## src/rtl/bpt_pkg.sv

```systemverilog
package bpt_pkg;
   localparam logic [11:0] CSR_IDX  = 12'h7a0;
   localparam logic [11:0] CSR_CTRL = 12'h7a1;
   localparam logic [11:0] CSR_ADDR = 12'h7a2;
   localparam logic [11:0] CSR_AUX  = 12'h7a3;

   localparam int MAX_INDEX = 16;
   localparam int IDX_W     = $clog2(MAX_INDEX + 1);

   localparam int EN_W     = 7;
   localparam int B_EXEC   = 0;
   localparam int B_STORE  = 1;
   localparam int B_LOAD   = 2;
   localparam int B_MODE0  = 3;
   localparam int B_HMODE  = 5;

   localparam int         MODE_LSB    = 7;
   localparam int         MODE_W      = 4;
   localparam int         ACT_W       = 8;
   localparam logic [3:0] MODE_EXACT  = 4'd0;
   localparam logic [7:0] ACT_DEBUG   = 8'd0;
   localparam logic [3:0] KIND_ADDR   = 4'd1;
endpackage

```

## src/rtl/bpt_index.sv

```systemverilog
module bpt_index #(
   parameter int NUM_TRIG = 4,
   parameter int IDX_W    = 5
) (
   input  logic                clk,
   input  logic                rst_n,
   input  logic                wr_en,
   input  logic [IDX_W-1:0]    wr_idx,
   output logic [IDX_W-1:0]    idx_q,
   output logic [NUM_TRIG-1:0] idx_onehot
);
   always_ff @(posedge clk or negedge rst_n) begin
      if (!rst_n)     idx_q <= '0;
      else if (wr_en) idx_q <= wr_idx;
   end

   for (genvar t = 0; t < NUM_TRIG; t++) begin : g_dec
      assign idx_onehot[t] = (idx_q == IDX_W'(t));
   end

   AST_IDX_HOLD: assert property (@(posedge clk) disable iff (!rst_n)
      !wr_en |=> $stable(idx_q));
endmodule

```

## src/rtl/bpt_trigger.sv

```systemverilog
module bpt_trigger
   import bpt_pkg::*;
#(
   parameter int XLEN      = 32,
   parameter bit EXEC_CAP  = 1'b1,
   parameter bit HMODE_CAP = 1'b1
) (
   input  logic            clk,
   input  logic            rst_n,
   input  logic            ctrl_we,
   input  logic            addr_we,
   input  logic [XLEN-1:0] wdata,
   input  logic            fetch_valid,
   input  logic [XLEN-1:0] fetch_pc,
   input  logic            ld_valid,
   input  logic [XLEN-1:0] ld_addr,
   input  logic            st_valid,
   input  logic [XLEN-1:0] st_addr,
   input  logic [1:0]      cur_priv,
   output logic [XLEN-1:0] ctrl_rd,
   output logic [XLEN-1:0] addr_rd,
   output logic            hit
);
   localparam int PAD_W = XLEN - 4 - ACT_W - MODE_W - EN_W;

   localparam logic [EN_W-1:0] KEEP_MASK =
        (EN_W'(1) << B_STORE) | (EN_W'(1) << B_LOAD)
      | (EN_W'(4'b1011) << B_MODE0)
      | (EXEC_CAP  ? (EN_W'(1) << B_EXEC)  : '0)
      | (HMODE_CAP ? (EN_W'(1) << B_HMODE) : '0);

   logic [EN_W-1:0] en_q;
   logic [XLEN-1:0] addr_q;
   logic [3:0]      mode_en;
   logic            priv_ok, x_hit, l_hit, s_hit;

   always_ff @(posedge clk or negedge rst_n) begin
      if (!rst_n) begin
         en_q   <= '0;
         addr_q <= '0;
      end else begin
         if (ctrl_we) en_q   <= wdata[EN_W-1:0] & KEEP_MASK;
         if (addr_we) addr_q <= wdata;
      end
   end

   assign ctrl_rd = {KIND_ADDR, {PAD_W{1'b0}}, ACT_DEBUG, MODE_EXACT, en_q};
   assign addr_rd = addr_q;

   assign mode_en = en_q[B_MODE0 +: 4];
   assign priv_ok = mode_en[cur_priv];
   assign x_hit   = en_q[B_EXEC]  & fetch_valid & (fetch_pc == addr_q);
   assign l_hit   = en_q[B_LOAD]  & ld_valid    & (ld_addr  == addr_q);
   assign s_hit   = en_q[B_STORE] & st_valid    & (st_addr  == addr_q);
   assign hit     = priv_ok & (x_hit | l_hit | s_hit);

   AST_PRIV_GATE: assert property (@(posedge clk) disable iff (!rst_n)
      hit |-> mode_en[cur_priv]);
   AST_EXEC_CAP: assert property (@(posedge clk) disable iff (!rst_n)
      (ctrl_we && wdata[B_EXEC]) |=> (ctrl_rd[B_EXEC] == EXEC_CAP));
   AST_OFF_QUIET: assert property (@(posedge clk) disable iff (!rst_n)
      (ctrl_rd[EN_W-1:0] == '0) |-> !hit);
   AST_ADDR_HOLD: assert property (@(posedge clk) disable iff (!rst_n)
      !addr_we |=> $stable(addr_rd));
endmodule

```

## src/rtl/bpt_req.sv

```systemverilog
module bpt_req #(
   parameter int NUM_TRIG = 4
) (
   input  logic                clk,
   input  logic                rst_n,
   input  logic [NUM_TRIG-1:0] hit_vec,
   output logic                dbg_req
);
   always_ff @(posedge clk or negedge rst_n) begin
      if (!rst_n) dbg_req <= 1'b0;
      else        dbg_req <= |hit_vec;
   end

   AST_REQ_CAUSE: assert property (@(posedge clk) disable iff (!rst_n)
      dbg_req |-> $past(|hit_vec));
   AST_REQ_DUE: assert property (@(posedge clk) disable iff (!rst_n)
      (|hit_vec) |=> dbg_req);
endmodule

```

## src/rtl/bp_trigger_bank.sv

```systemverilog
module bp_trigger_bank
   import bpt_pkg::*;
#(
   parameter int          XLEN          = 32,
   parameter int          NUM_TRIG      = 4,
   parameter logic [15:0] EXEC_CAP_MASK = 16'hFFF7,
   parameter bit          HMODE_CAP     = 1'b1
) (
   input  logic            clk,
   input  logic            rst_n,
   input  logic            csr_wr,
   input  logic [11:0]     csr_addr,
   input  logic [XLEN-1:0] csr_wdata,
   output logic [XLEN-1:0] csr_rdata,
   input  logic            fetch_valid,
   input  logic [XLEN-1:0] fetch_pc,
   input  logic            ld_valid,
   input  logic [XLEN-1:0] ld_addr,
   input  logic            st_valid,
   input  logic [XLEN-1:0] st_addr,
   input  logic [1:0]      cur_priv,
   output logic            dbg_req
);
   if (NUM_TRIG < 1 || NUM_TRIG > MAX_INDEX) begin : g_bad_count
      $error("bp_trigger_bank: NUM_TRIG must lie in 1..16");
   end
   if (XLEN < 24) begin : g_bad_xlen
      $error("bp_trigger_bank: XLEN too small for the control layout");
   end

   logic [IDX_W-1:0]    idx_q;
   logic [NUM_TRIG-1:0] idx_oh, ctrl_we_vec, addr_we_vec, hit_vec;
   logic [XLEN-1:0]     ctrl_rd [NUM_TRIG];
   logic [XLEN-1:0]     addr_rd [NUM_TRIG];
   logic                wr_idx, wr_ctrl, wr_addr;
   logic [XLEN-1:0]     sel_ctrl, sel_addr;

   assign wr_idx  = csr_wr && (csr_addr == CSR_IDX);
   assign wr_ctrl = csr_wr && (csr_addr == CSR_CTRL);
   assign wr_addr = csr_wr && (csr_addr == CSR_ADDR);

   bpt_index #(.NUM_TRIG(NUM_TRIG), .IDX_W(IDX_W)) u_index (
      .clk        (clk),
      .rst_n      (rst_n),
      .wr_en      (wr_idx),
      .wr_idx     (csr_wdata[IDX_W-1:0]),
      .idx_q      (idx_q),
      .idx_onehot (idx_oh)
   );

   for (genvar t = 0; t < NUM_TRIG; t++) begin : g_trig
      assign ctrl_we_vec[t] = wr_ctrl & idx_oh[t];
      assign addr_we_vec[t] = wr_addr & idx_oh[t];

      bpt_trigger #(
         .XLEN      (XLEN),
         .EXEC_CAP  (EXEC_CAP_MASK[t]),
         .HMODE_CAP (HMODE_CAP)
      ) u_trig (
         .clk         (clk),
         .rst_n       (rst_n),
         .ctrl_we     (ctrl_we_vec[t]),
         .addr_we     (addr_we_vec[t]),
         .wdata       (csr_wdata),
         .fetch_valid (fetch_valid),
         .fetch_pc    (fetch_pc),
         .ld_valid    (ld_valid),
         .ld_addr     (ld_addr),
         .st_valid    (st_valid),
         .st_addr     (st_addr),
         .cur_priv    (cur_priv),
         .ctrl_rd     (ctrl_rd[t]),
         .addr_rd     (addr_rd[t]),
         .hit         (hit_vec[t])
      );
   end

   always_comb begin
      sel_ctrl = '0;
      sel_addr = '0;
      for (int t = 0; t < NUM_TRIG; t++) begin
         if (idx_oh[t]) begin
            sel_ctrl = sel_ctrl | ctrl_rd[t];
            sel_addr = sel_addr | addr_rd[t];
         end
      end
   end

   always_comb begin
      case (csr_addr)
         CSR_IDX:  csr_rdata = XLEN'(idx_q);
         CSR_CTRL: csr_rdata = sel_ctrl;
         CSR_ADDR: csr_rdata = sel_addr;
         default:  csr_rdata = '0;
      endcase
   end

   bpt_req #(.NUM_TRIG(NUM_TRIG)) u_req (
      .clk     (clk),
      .rst_n   (rst_n),
      .hit_vec (hit_vec),
      .dbg_req (dbg_req)
   );

   AST_ONE_TARGET: assert property (@(posedge clk) disable iff (!rst_n)
      $onehot0(ctrl_we_vec) && $onehot0(addr_we_vec));
   AST_OOR_NO_WRITE: assert property (@(posedge clk) disable iff (!rst_n)
      (csr_wr && idx_q >= IDX_W'(NUM_TRIG)) |-> (ctrl_we_vec == '0 && addr_we_vec == '0));
endmodule

```

## config.mk

```make
export PLATFORM = sky130hd
export DESIGN_NAME = bp_trigger_bank
export DESIGN_NICKNAME = d
export VERILOG_FILES = /design/src/rtl/bpt_pkg.sv /design/src/rtl/bpt_index.sv /design/src/rtl/bpt_trigger.sv /design/src/rtl/bpt_req.sv /design/src/rtl/bp_trigger_bank.sv
export SDC_FILE = /design/constraint.sdc
export NUM_CORES = 1
export LEC_CHECK = 0
export ABC_AREA = 1
export BUFFER_PORTS_ARGS = -buffer_cell sky130_fd_sc_hd__buf_2
export CORE_ASPECT_RATIO = 1.75
export CORE_MARGIN = 1
export CORE_UTILIZATION = 30
export CTS_BUF_LIST = sky130_fd_sc_hd__clkbuf_8
export DETAILED_ROUTE_END_ITERATION = 6
export GPL_ROUTABILITY_DRIVEN = 0
export MAX_ROUTING_LAYER = met4
export SLEW_MARGIN = 20
export SYNTH_ARGS = -nofsm -noshare
export SYNTH_HDL_FRONTEND = slang
export SYNTH_SLANG_ARGS = --single-unit
```

## constraint.sdc

```tcl
create_clock -name clk -period 4.16 [get_ports clk]
set_clock_uncertainty 0.05 [all_clocks]
set_input_delay 0.624 -clock clk [delete_from_list [all_inputs] [get_ports clk]]
set_output_delay 0.624 -clock clk [all_outputs]
set_load 0.02 [all_outputs]
```

==> impl_results.md <==
- Status: complete, no violations
- Pleak: 6.88 nW
- Root buf cell: clkbuf_8
- Unrepaired setup endpoints after global routing: false
- Post-layout min period: 3.53 ns
- Final cell count without fillers: 2,767
- Cells along the critical path: inv_1 > nand4_1 > buf_4 > inv_1 > buf_4 > nand2_1 > nand3_1 > o21ai_0 > o211ai_1 > buf_2
- Count of final max-slew check failures: 0
- Num rows: 99
- Req. time, crit path: 3.49 ns
- First-pass GRT wire length: 107 mm
- Final hold vios: 0
- Antenna violations before repair: 11
- Synth warnings: 0
- CTS max path bufs: 2
- Max-Cap Viols: 0
- Port bufs: 180
- Finished Cell Area: 0.0144 sq mm
- Clock Latency Late Sink: 0.53 ns
- Crit path DAT: 2.86 ns
- Post-CTS Resized: 0
- Global-route usage over all layers: 0.381
- DR iter-0 viols: 2,300
- Post-DR vias/cell: 5.62
- Layout area overhead: 14.4%
- Antenna Nets Post-Route: 0
- Placed insts: 2,723
- Power density cells: 235 mW/mm^2
- Layout cell share with drive strength beyond 1: 0.114
- Setup TNS: 0 ns
- Startpoint Class: flop
- Worst-path clk slew: 0.10 ns
- Width of the chip: 157 microns
- CP peak stage delay: 0.45 ns
- Vias in the first global route: 14,500
- Largest net degree at the start of global routing: 78
- Register area share after synthesis: 0.320
- VDD IR-drop max: 0.163 mV
- I/O pins: 181
- Post-Syn Nets: 2,192
- WL final: 77.6 mm
- CP Buf/Inv Count: 5
- Top cell type's share of synthesized area: 0.320
- CTS tree: built
- Worst hold path class: in2async
- DR DRC count: 0
- Number of setup buffers added after CTS: 0
- Pre-antenna DRT Iters: 7
- Clock buffer count from CTS: 17
- Crit Path Max Fanout: 31
- R2r setup slk: 1.32 ns
- Final setup viols: 0
- Vias: 15,500
- Grt ovf: 0
- Area leader, netlist: dfrtp_1
- Slew headroom: 0.216
- Detailed placement HPWL: 57.1 mm
- Die Height: 273 microns
- CP Capture Type: primary output
- Unique cell type count in the Yosys netlist: 33
- Core Footprint: 0.0416 sq mm
- Critical-path top delay cell: buf_4
- Hold buffers post-CTS: 0
- Drt wl/cell: 28.1 microns
- Critical path class: reg2out
- CP top delay family: buffers and inverters
- Max Clock Freq: 283 MHz
- Seq cells post-synth: 161
- Clk sinks: 161
- # nets final: 2,335
- Post-Syn Instances: 2,044
- Period Utilization, post-route: 0.850
- Synth area leaders: dfrtp_1, nand2_1, inv_1, xnor2_1, o21ai_1
- Htree depth: 4
- Placed Area: 0.0140 sq mm
- Actual slew at the worst max-slew pin: 1.17 ns
- Total power: 3.39 mW
- DIE AREA: 0.0429 sq mm
- Initial core utilization: 0.303
- Mean Syn Cell Area: 6.17 sq um
- Mapped Area: 0.0126 sq mm
[layer usage]
metal,share of wire,track usage
met5,0,-
met4,0.12,0.385
met2,0.44,0.560
met1,0.31,0.365
met3,0.13,0.160
[through the flow]
| stage | hold slack, ns | setup slack (ns) | util |
|---|---|---|---|
| 2_1_floorplan | 0.278 | 1.82 | - |
| 3_3_place_gp | 0.418 | 1.27 | 0.336 |
| 3_5_place_dp | 0.423 | 1.25 | 0.336 |
| 4_1_cts | 0.0868 | 0.737 | 0.346 |
| 5_1_grt | 0.113 | 0.618 | 0.346 |
| 6_report | 0.0410 | 0.625 | 0.347 |
[cells in the final DEF, fill, tap and decap left out, types with 3 or more instances in the layout]
master,instances
o21bai_1,5
xnor2_1,103
or2_2,6
o21ai_0,69
buf_4,10
inv_2,3
inv_1,297
o22ai_1,63
nand2_4,5
clkbuf_8,20
a221oi_1,4
nand2_1,801
buf_2,179
o211ai_1,6
diode_2,12
nor2_1,142
nand4_1,48
dfrtp_1,161
o221ai_1,5
clkinv_4,3
o21ai_2,6
xor2_1,5
o21ai_1,140
nand3_1,37
a21oi_1,59
inv_6,3
[layout make-up]
cell class	count	area, sq um
Multi-Input combinational cell	1517	7150
Fill cell	4720	27200
Antenna cell	12	30.0
Sequential cell	161	4030
Clock inverter	12	124
Timing Repair Buffer	191	1000
Clock buffer	20	275
Inverter	299	1120
Tap cell	555	694
[path summary, 6_finish.rpt]
check / from / to / depth (start not counted)
max: u_index.idx_q[4] / csr_rdata[2] / 10
min: rst_n / g_trig[0].u_trig.en_q[1] / 1
max reg2reg: g_trig[2].u_trig.addr_rd[30] / u_req.dbg_req / 11
min reg2reg: g_trig[3].u_trig.en_q[4] / g_trig[3].u_trig.en_q[4] / 2
max in group asynchronous: rst_n / g_trig[1].u_trig.addr_rd[12] / 2
min in group clk: csr_wdata[31] / g_trig[0].u_trig.addr_rd[31] / 3
[registers in the layout, indices dropped and copies added (netlist names)]
register / cells
u_index.idx_q: 5
u_req.dbg_req: 1
g_trig.u_trig.addr_rd: 128
g_trig.u_trig.en_q: 27
[power by group]
part,total (mW),leakage [nW],internal [mW],switching [mW]
combinational,0.595,4.43,0.165,0.430
clock,1.22,0.202,0.533,0.689
sequential,1.57,2.25,1.57,0.00372
[cells by family (layout without fill, tap and decap cells)]
logic type / after synthesis / in the layout / synth area share
and+or+nand+nor: 1050 / 1050 / 0.335
buffers and inverters: 366 / 522 / 0.114
AOI/OAI and AO/OA: 359 / 359 / 0.156
DFF: 161 / 161 / 0.320
xor gates and xnor gates: 108 / 108 / 0.0750
other: 0 / 12 / 0
[synth_stat cells, drive strengths merged]
| library cell | instances |
|---|---|
| xor2 | 5 |
| nand3 | 38 |
| or2 | 6 |
| nor3b | 1 |
| nor3 | 4 |
| a21oi | 59 |
| inv | 299 |
| nor2 | 144 |
| xnor2 | 103 |
| dfrtp | 161 |
| a22o | 2 |
| clkbuf | 28 |
| a221oi | 4 |
| o22ai | 63 |
| o21ai | 215 |
| o221ai | 5 |
| nand2 | 808 |
| nand4 | 48 |
| buf | 39 |
| o211ai | 6 |
| and2 | 1 |
| o21bai | 5 |
Note: power is estimated with default switching activity, not from simulation.
